===== src/rtl/sbl_pkg.sv =====
package sbl_pkg;

    typedef enum logic [1:0] {
        ACC_NONE  = 2'd0,
        ACC_PROBE = 2'd1,
        ACC_READ  = 2'd2,
        ACC_WRITE = 2'd3
    } acc_e;

    typedef enum logic [1:0] {
        SQ_IDLE = 2'd0,
        SQ_RUN  = 2'd1,
        SQ_DONE = 2'd2
    } seq_st_e;

    typedef struct packed {
        acc_e kind;
        logic slot;
    } step_t;

    function automatic step_t mk_step(input logic en, input acc_e kind, input logic slot);
        step_t s;
        s.kind = en ? kind : ACC_NONE;
        s.slot = en ? slot : 1'b0;
        return s;
    endfunction

    function automatic acc_e op_of(input logic is_store);
        return is_store ? ACC_WRITE : ACC_READ;
    endfunction

endpackage


===== src/rtl/sbl_lane_pack.sv =====
module sbl_lane_pack #(
    parameter int ADDR_W = 32,
    parameter int DATA_W = 64
) (
    input  logic [ADDR_W-1:0]     addr,
    input  logic [1:0]            size,
    input  logic [DATA_W-1:0]     wdata,
    output logic [ADDR_W-1:0]     word_addr,
    output logic [DATA_W/8-1:0]   be,
    output logic [DATA_W-1:0]     wdata_al
);
    localparam int LANES = DATA_W / 8;
    localparam int OFF_W = $clog2(LANES);

    logic [OFF_W-1:0] off;
    logic [OFF_W:0]   span;
    logic [OFF_W:0]   lo;
    logic [OFF_W:0]   hi;

    assign off  = addr[OFF_W-1:0];
    assign span = (OFF_W+1)'(1) << size;
    assign lo   = {1'b0, off};
    assign hi   = lo + span;

    for (genvar b = 0; b < LANES; b++) begin : g_lane
        assign be[b] = (lo <= (OFF_W+1)'(b)) && ((OFF_W+1)'(b) < hi);
    end

    assign wdata_al  = wdata << {off, 3'b000};
    assign word_addr = {addr[ADDR_W-1:OFF_W], {OFF_W{1'b0}}};

endmodule


===== src/rtl/sbl_load_ext.sv =====
module sbl_load_ext #(
    parameter int DATA_W = 64
) (
    input  logic [DATA_W-1:0]             rdata,
    input  logic [$clog2(DATA_W/8)-1:0]   off,
    input  logic [1:0]                    size,
    input  logic                          sign,
    output logic [DATA_W-1:0]             value
);
    localparam int NB_W = $clog2(DATA_W) + 1;

    logic [DATA_W-1:0] sh;
    logic [NB_W-1:0]   nbits;
    logic              msb;

    assign sh    = rdata >> {off, 3'b000};
    assign nbits = NB_W'(8) << size;

    always_comb begin
        case (size)
            2'd0:    msb = sh[7];
            2'd1:    msb = sh[15];
            2'd2:    msb = sh[31];
            default: msb = sh[DATA_W-1];
        endcase
    end

    for (genvar i = 0; i < DATA_W; i++) begin : g_bit
        assign value[i] = (NB_W'(i) < nbits) ? sh[i] : (sign & msb);
    end

endmodule


===== src/rtl/pkt_sbl_seq.sv =====
module pkt_sbl_seq #(
    parameter int ADDR_W = 32,
    parameter int DATA_W = 64
) (
    input  logic                  clk,
    input  logic                  rst_n,
    input  logic                  pkt_valid,
    output logic                  pkt_ready,
    input  logic                  s0_vld,
    input  logic                  s0_store,
    input  logic                  s0_pred,
    input  logic                  s0_sign,
    input  logic [1:0]            s0_size,
    input  logic [ADDR_W-1:0]     s0_addr,
    input  logic [DATA_W-1:0]     s0_wdata,
    input  logic                  s1_vld,
    input  logic                  s1_store,
    input  logic                  s1_pred,
    input  logic                  s1_sign,
    input  logic [1:0]            s1_size,
    input  logic [ADDR_W-1:0]     s1_addr,
    input  logic [DATA_W-1:0]     s1_wdata,
    output logic                  mem_req,
    output logic [1:0]            mem_kind,
    output logic [ADDR_W-1:0]     mem_addr,
    output logic [DATA_W/8-1:0]   mem_be,
    output logic [DATA_W-1:0]     mem_wdata,
    input  logic                  mem_done,
    input  logic [DATA_W-1:0]     mem_rdata,
    input  logic                  mem_fault,
    output logic                  done_o,
    output logic                  err_o,
    output logic [1:0]            cancel_o,
    output logic [DATA_W-1:0]     rd0_o,
    output logic [DATA_W-1:0]     rd1_o
);
    import sbl_pkg::*;

    localparam int LANES = DATA_W / 8;
    localparam int OFF_W = $clog2(LANES);
    localparam int STEPS = 3;

    typedef struct packed {
        logic              vld;
        logic              store;
        logic              pred;
        logic              sign;
        logic [1:0]        size;
        logic [ADDR_W-1:0] addr;
        logic [DATA_W-1:0] wdata;
    } slot_t;

    typedef struct packed {
        seq_st_e                  st;
        logic [1:0]               idx;
        step_t [STEPS-1:0]        plan;
        slot_t [1:0]              slot;
        logic [1:0]               cancel;
        logic                     err;
        logic [1:0][DATA_W-1:0]   rd;
    } regs_t;

    regs_t q, d;

    slot_t [1:0]        in_slot;
    step_t              cur;
    slot_t              cur_slot;
    logic               ordered;
    logic               adv;
    logic [ADDR_W-1:0]  lane_addr;
    logic [LANES-1:0]   lane_be;
    logic [DATA_W-1:0]  lane_wdata;
    logic [DATA_W-1:0]  ld_val;

    assign in_slot[0] = '{vld: s0_vld, store: s0_store, pred: s0_pred, sign: s0_sign,
                          size: s0_size, addr: s0_addr, wdata: s0_wdata};
    assign in_slot[1] = '{vld: s1_vld, store: s1_store, pred: s1_pred, sign: s1_sign,
                          size: s1_size, addr: s1_addr, wdata: s1_wdata};

    assign cur      = q.plan[q.idx];
    assign cur_slot = q.slot[cur.slot];

    sbl_lane_pack #(.ADDR_W(ADDR_W), .DATA_W(DATA_W)) u_lane (
        .addr      (cur_slot.addr),
        .size      (cur_slot.size),
        .wdata     (cur_slot.wdata),
        .word_addr (lane_addr),
        .be        (lane_be),
        .wdata_al  (lane_wdata)
    );

    sbl_load_ext #(.DATA_W(DATA_W)) u_ext (
        .rdata (mem_rdata),
        .off   (cur_slot.addr[OFF_W-1:0]),
        .size  (cur_slot.size),
        .sign  (cur_slot.sign),
        .value (ld_val)
    );

    // next-state logic
    always_comb begin
        d       = q;
        adv     = 1'b0;
        ordered = in_slot[1].vld & in_slot[1].store & in_slot[0].vld & ~in_slot[0].store;
        case (q.st)
            SQ_IDLE: begin
                if (pkt_valid) begin
                    d.st     = SQ_RUN;
                    d.idx    = 2'd0;
                    d.slot   = in_slot;
                    d.err    = 1'b0;
                    d.rd     = '0;
                    d.cancel = {in_slot[1].vld & ~in_slot[1].pred,
                                in_slot[0].vld & ~in_slot[0].pred};
                    if (ordered) begin
                        // probe the load, commit the store, then load
                        d.plan[0] = mk_step(in_slot[0].pred, ACC_PROBE, 1'b0);
                        d.plan[1] = mk_step(in_slot[1].pred, ACC_WRITE, 1'b1);
                        d.plan[2] = mk_step(in_slot[0].pred, ACC_READ,  1'b0);
                    end else begin
                        d.plan[0] = mk_step(in_slot[0].vld & in_slot[0].pred,
                                            op_of(in_slot[0].store), 1'b0);
                        d.plan[1] = mk_step(in_slot[1].vld & in_slot[1].pred,
                                            op_of(in_slot[1].store), 1'b1);
                        d.plan[2] = mk_step(1'b0, ACC_NONE, 1'b0);
                    end
                end
            end
            SQ_RUN: begin
                if (cur.kind == ACC_NONE) begin
                    adv = 1'b1;
                end else if (mem_done) begin
                    case (cur.kind)
                        ACC_PROBE: begin
                            if (mem_fault) begin
                                d.err    = 1'b1;
                                d.cancel = {q.slot[1].vld, q.slot[0].vld};
                                d.st     = SQ_DONE;
                            end else begin
                                adv = 1'b1;
                            end
                        end
                        ACC_READ: begin
                            d.rd[cur.slot] = ld_val;
                            adv = 1'b1;
                        end
                        default: adv = 1'b1;
                    endcase
                end
                if (adv) begin
                    if (q.idx == 2'(STEPS - 1)) d.st = SQ_DONE;
                    else                        d.idx = q.idx + 2'd1;
                end
            end
            SQ_DONE: d.st = SQ_IDLE;
            default: d.st = SQ_IDLE;
        endcase
    end

    always_ff @(posedge clk) begin
        if (!rst_n) q <= '0;
        else        q <= d;
    end

    assign pkt_ready = (q.st == SQ_IDLE);
    assign done_o    = (q.st == SQ_DONE);
    assign mem_req   = (q.st == SQ_RUN) && (cur.kind != ACC_NONE);
    assign mem_kind  = cur.kind;
    assign mem_addr  = lane_addr;
    assign mem_be    = lane_be;
    assign mem_wdata = (cur.kind == ACC_WRITE) ? lane_wdata : '0;
    assign err_o     = q.err;
    assign cancel_o  = q.cancel;
    assign rd0_o     = q.rd[0];
    assign rd1_o     = q.rd[1];

    // request stays put until the memory completes it
    assert_req_hold_R9: assert property (@(posedge clk) disable iff (!rst_n)
        (mem_req && !mem_done) |=> (mem_req && $stable(mem_addr) && $stable(mem_kind) && $stable(mem_be)));

    // a faulting probe ends the packet with no further access
    assert_fault_stop_R3: assert property (@(posedge clk) disable iff (!rst_n)
        (mem_req && mem_done && mem_kind == 2'd1 && mem_fault) |=> (done_o && err_o && !mem_req));

    // byte enables cover exactly one legal access size
    assert_be_size_R5: assert property (@(posedge clk) disable iff (!rst_n)
        mem_req |-> ($countones(mem_be) == 1 || $countones(mem_be) == 2 ||
                     $countones(mem_be) == 4 || $countones(mem_be) == 8));

    // completion returns to idle on the next cycle
    assert_done_ready_R9: assert property (@(posedge clk) disable iff (!rst_n)
        done_o |=> (pkt_ready && !done_o));

    // no memory traffic while idle
    assert_idle_quiet_R9: assert property (@(posedge clk) disable iff (!rst_n)
        pkt_ready |-> (!mem_req && !done_o));

endmodule


===== config.mk =====
export PLATFORM = sky130hd
export DESIGN_NAME = pkt_sbl_seq
export DESIGN_NICKNAME = d
export VERILOG_FILES = /design/src/rtl/sbl_pkg.sv /design/src/rtl/sbl_lane_pack.sv /design/src/rtl/sbl_load_ext.sv /design/src/rtl/pkt_sbl_seq.sv
export SDC_FILE = /design/constraint.sdc
export NUM_CORES = 1
export LEC_CHECK = 0
export CORE_UTILIZATION = 50
export CTS_CLUSTER_SIZE = 20
export DETAILED_ROUTE_END_ITERATION = 10
export GPL_TIMING_DRIVEN = 0
export PLACE_DENSITY_LB_ADDON = 0.3
export RECOVER_POWER = 25
export SLEW_MARGIN = 25
export SYNTH_ARGS = -nofsm -noshare
export SYNTH_HDL_FRONTEND = slang
export SYNTH_HIERARCHICAL = 1
export SYNTH_SLANG_ARGS = --single-unit

===== constraint.sdc =====
create_clock -name clk -period 4.1 [get_ports clk]
set_input_delay 0.615 -clock clk [delete_from_list [all_inputs] [get_ports clk]]
set_output_delay 0.615 -clock clk [all_outputs]
set_load 0.02 [all_outputs]

[After elaboration in Yosys (flattened, before gate mapping)]
Cells that the tools add are included.
Word-level totals
  bits in registers: 348
  output and inout port bits: 240
Cells by class
  $add $sub $neg: 2
  magnitude comparators: 83
  equality and inequality tests: 16
  shift-type cells: 4
  mux-type cells: 104
  bitwise operators: 11
  reduce and logical (&&, ||, !) cells: 19
Operators by type and width (number)
  2-to-1 mux 348 bit: 1
  2-to-1 mux 131 bit: 2
  case mux 131 bit (2 select lines): 1
  < comparator 6 x 7 -> 1 bit (first input constant): 32
  2-to-1 mux 99 bit: 2
  bitwise mux 128 bit: 1
  2-to-1 mux 128 bit: 1
  2-to-1 mux 64 bit: 2
  < comparator 5 x 7 -> 1 bit (first input constant): 16
  2-to-1 mux 1 bit: 74
  demux 64 bit (select 1 bit): 1
  << shifter 64 x 6 -> 64 bit: 1
  >> shifter 64 x 6 -> 64 bit: 1
  < comparator 4 x 7 -> 1 bit (first input constant): 8
  < comparator 3 x 7 -> 1 bit (first input constant): 4
  2-to-1 mux 2 bit: 10
  < comparator 3 x 4 -> 1 bit (first input constant): 4
  < comparator 1 x 7 -> 1 bit (first input constant): 2
  < comparator 2 x 7 -> 1 bit (first input constant): 2
  <= comparator 3 bit (second input constant): 4
  inequality test 2 bit (second input constant): 6
  == test 2 bit (second input constant): 5
  logical AND 1 bit: 10
  2-to-1 mux 3 bit: 3
  26 further kinds: 46

[Longest topological paths before layout]
  depth after elaboration: 13
  depth in mapped cells: 17
  gate-level depth less buffers: 11

[Hierarchy]
Netlist, hierarchy kept.
By module, submodules not included
  pkt_sbl_seq: instances 1, cells each 1994, area each 15210.8 sq um, sequential area each 6806.5 sq um
  sbl_load_ext: instances 1, cells each 311, area each 2243.4 sq um, sequential area each 0.0 sq um
  sbl_lane_pack: instances 1, cells each 290, area each 2164.6 sq um, sequential area each 0.0 sq um

[Worst setup path after synthesis]
No wires, ideal clock.
  path kind: reg2out
  start: reg q[344] in the netlist's numbering
  end: out mem_be[2]
  arrival time: 3.548 ns
  path slack: -0.063 ns
  cell stages (with the launch flop): 14
  path buffers: 4
  cells stage by stage: dfxtp_1 > inv_1 > nor3b_1 > buf_2 > clkbuf_1 > nand2_1 > nand2_1 > buf_4 > clkbuf_1 > inv_1 > fa_1 > xnor2_1 > nor2_1 > a221oi_1
RTL lines
  start: declaration: RTL line pkt_sbl_seq.sv:63  | regs_t q, d;
  start signal: assignment: RTL line pkt_sbl_seq.sv:161  | if (!rst_n) q <= '0;
  start signal: assignment: RTL line pkt_sbl_seq.sv:162  | else q <= d;
  end: declaration: RTL line pkt_sbl_seq.sv:26  | output logic [DATA_W/8-1:0] mem_be,

[Worst setup path in the final report]
  start: reg q[347] in the netlist's numbering
  end: reg q[233] in the netlist's numbering
On the way
  cells in the longest elaborated chain, start to end: 2
RTL lines
  zero test 2 bit: RTL line pkt_sbl_seq.sv:105  | case (q.st)
  AND reduction 2 bit (no source line)
Every way passes these cells.
A chain may end at the register's enable or synchronous reset.

==> run metrics <==
status finished with violations; violated checks capacitance limit, slew limit, setup timing; grt total ovfl 0; Yosys warning total 6; clk_lat worst skew 550 ps; Synth Area in Adders 0.357%; slack of the worst reg-to-reg path -50 ps; CTS Sinks 340; pwr/cell area 357 nW/um^2; commonest non-fill, non-tap cell in the layout nand2_1; Total Wirelength 82500 um; worst slew pin tran 2320 ps; cell count after synthesis 2595; multiplexer area fraction after synthesis 9.87%; Synth Area per Inst 7.56 um^2; Non-Filler Instances 3717; min cycle time layout 4150 ps; Setup crit start kind flop; main combinational cell family by area after synthesis simple AND/OR/NAND/NOR gates; clock-pin slew on the worst setup and hold paths 70 ps; critical path class reg -> reg; Arr. time, crit path 4620 ps; layout cells sized above 1 16.2%; dpl ws -1710 ps; Max Slew Vio Count 10; cts bufs inserted 36; clock root cell clkbuf_16; fillcell total 3012; Tcrit/Tclk final 101%; Post-Synth Simple-Gate Area 22.4%; Port Buf Inserts 508; required time worst endpoint 4570 ps; initial antenna violation count 9; dpl hpwl 63900 um; H-tree Lvls 2; vias 21900; Layout area overhead 38.9%; die height 200 um; placed cell count 3623; full die area 40000 um^2; flops & latches, synth 340; initial core utilization 50.8%; core area 38600 um^2; 1st-iter DRT viols 2164; footprint of the multi-input gates 10600 um^2; HP Class reg -> reg; VDD IR max 0.000265 V; mapped cell area 19600 um^2; RSZ-0062 raised after global routing true; FFs w/ async S/R, synth 0%; most frequent cells in the layout 837 x nand2_1, 338 x dfxtp_1, 313 x clkdlybuf4s50_1; setup-violating endpoint count in the final report 8; vias in the first global route 20700; Sequential Area 6810 um^2; synth top area cells dfxtp_1 35%, nand2_1 16%, buf_4 6.8%; EDFF count, synth 0; max_cap viols 1; largest area contributor in the netlist dfxtp_1; Tot GR Track Use 40.1%; row count 72; Final nets 3446; Max Clk Rate 241 MHz; DIE WIDTH 200 um; WL/cell 22.2 um; static leakage 11.9 nW; Synth Flop Type dfxtp_1; first-pass GRT wire length 120000 um; crit-path max FO 10; post-synthesis xor/xnor area fraction 0.134%; Top-Level Pins 513; total power 9.72 mW; Crit. End Element flop; fin worst setup slack -52.2 ps; Placer Congestion 1.01; sequential area share after synthesis 34.7%; residual DRC count 0; Clock Skews 22.9 ps; compound-cell area share of the yosys netlist 19.3%; slew margin rel. -56.0%; CTS tree yes; Yosys cell types 68; CTS max path bufs 3; pin count of the biggest net entering global routing 15; top-area cell type share of the netlist area 34.7%; WHS Path Cells 2; vias per cell 5.88; R2R depth 7; final hold violation count 0; number of nets with antenna violations after routing 0; TritonRoute pass-1 iters 5
[where the power goes]
part           total [mW]  switching (mW)  internal, mW
Clock                3.16            1.40          1.76
Combinational        2.93            1.78          1.15
Sequential           3.63           0.120          3.51
[synthesized netlist by cell type, drive strengths merged, types with 2 or more instances]
library cell  instances
o221ai               67
a21oi               261
inv                  88
a22oi                 3
nor3                 10
mux4                 30
xnor2                 2
nor4                  2
o31ai                 8
nand3                 6
mux2                 52
buf                 234
and4b                 2
o21ai                41
a2bb2oi               7
ha                    4
a21o                  2
nor2                 78
nand3b                3
nand2               854
a32oi                 4
nand4                 3
and2                 20
a211oi                5
a221oi               11
o22ai                16
and3                 67
dfxtp               340
or2                   2
mux2i                65
nand2b                6
nor2b                10
o2111ai              65
a22o                 64
clkbuf              146
[final timing paths]
kind / end / start
setup / recovery: q[233] / q[347]
hold / removal: q[223] / q[223]
setup reg to reg: q[233] / q[347]
hold reg to reg: q[223] / q[223]
[flip-flops by register name (all words and copies together), names as in the netlist]
name      flops
rd0_o        64
rd1_o        64
err_o         1
cancel_o      2
q           209
[critical path: stages (launching register included)]
cell and delay [ps]:
dfxtp_1 460, nor2b_1 90, clkbuf_1 270, nor3_1 1840, clkbuf_1 770, buf_2 340
nand2_1 140, a21oi_1 150
[kinds of logic (layout without fill, tap and decap cells)]
group                    count (synthesis)  after routing
other                                    1             10
multiplexers                           147            147
adder cells (fa/ha/maj)                  5              5
AND/OR/NAND/NOR                       1068           1069
XOR/XNOR                                 3              3
AO/OA/AOI/OAI                          563            563
buffers and inverters                  468           1062
flip-flops                             340            340
[metal layers]
layer  part of all wire [%]  wire length, um  track usage, %  vias up
met1                     37            30800            48.7    10300
li1                       -                -               -     9885
met2                     47            38600            66.8     1367
met4                    6.2             5080            22.6        4
met3                    9.8             8050            7.22      311
met5                  0.023               19               0        -
[final cells by class]
cell class | count | share of cell area (%)
Clock buffer | 48 | 3.58
Tap cell | 518 | 2.38
Antenna cell | 7 | 0.0643
Inverter | 88 | 1.23
Clock inverter | 14 | 0.514
Sequential cell | 340 | 25.0
Multi-Input combinational cell | 1790 | 38.9
Timing Repair Buffer | 534 | 19.4
Buffer | 378 | 8.86
[through the flow]
stage          utilization [%]  hold slack (ps)  instance area, um^2  TNS [ps]
5_1_grt                   70.5              468                27300      -159
6_report                  70.5              455                27300      -217
2_1_floorplan                -              429                19600         0
3_3_place_gp              65.6              442                25400    -82550
4_1_cts                   70.2              454                27100     -33.2
3_5_place_dp              65.6              447                25400    -98120
[timing repair]
item,4_1_cts,5_1_grt
gates cloned,2,0
endpoints found under the setup margin,206,64
resized for setup,238,65
buffers inserted,18,7
hold buffers,0,0
pin swaps,15,12
hold endpoints to repair,0,0
No activity file was read; power rests on OpenSTA's default activity.
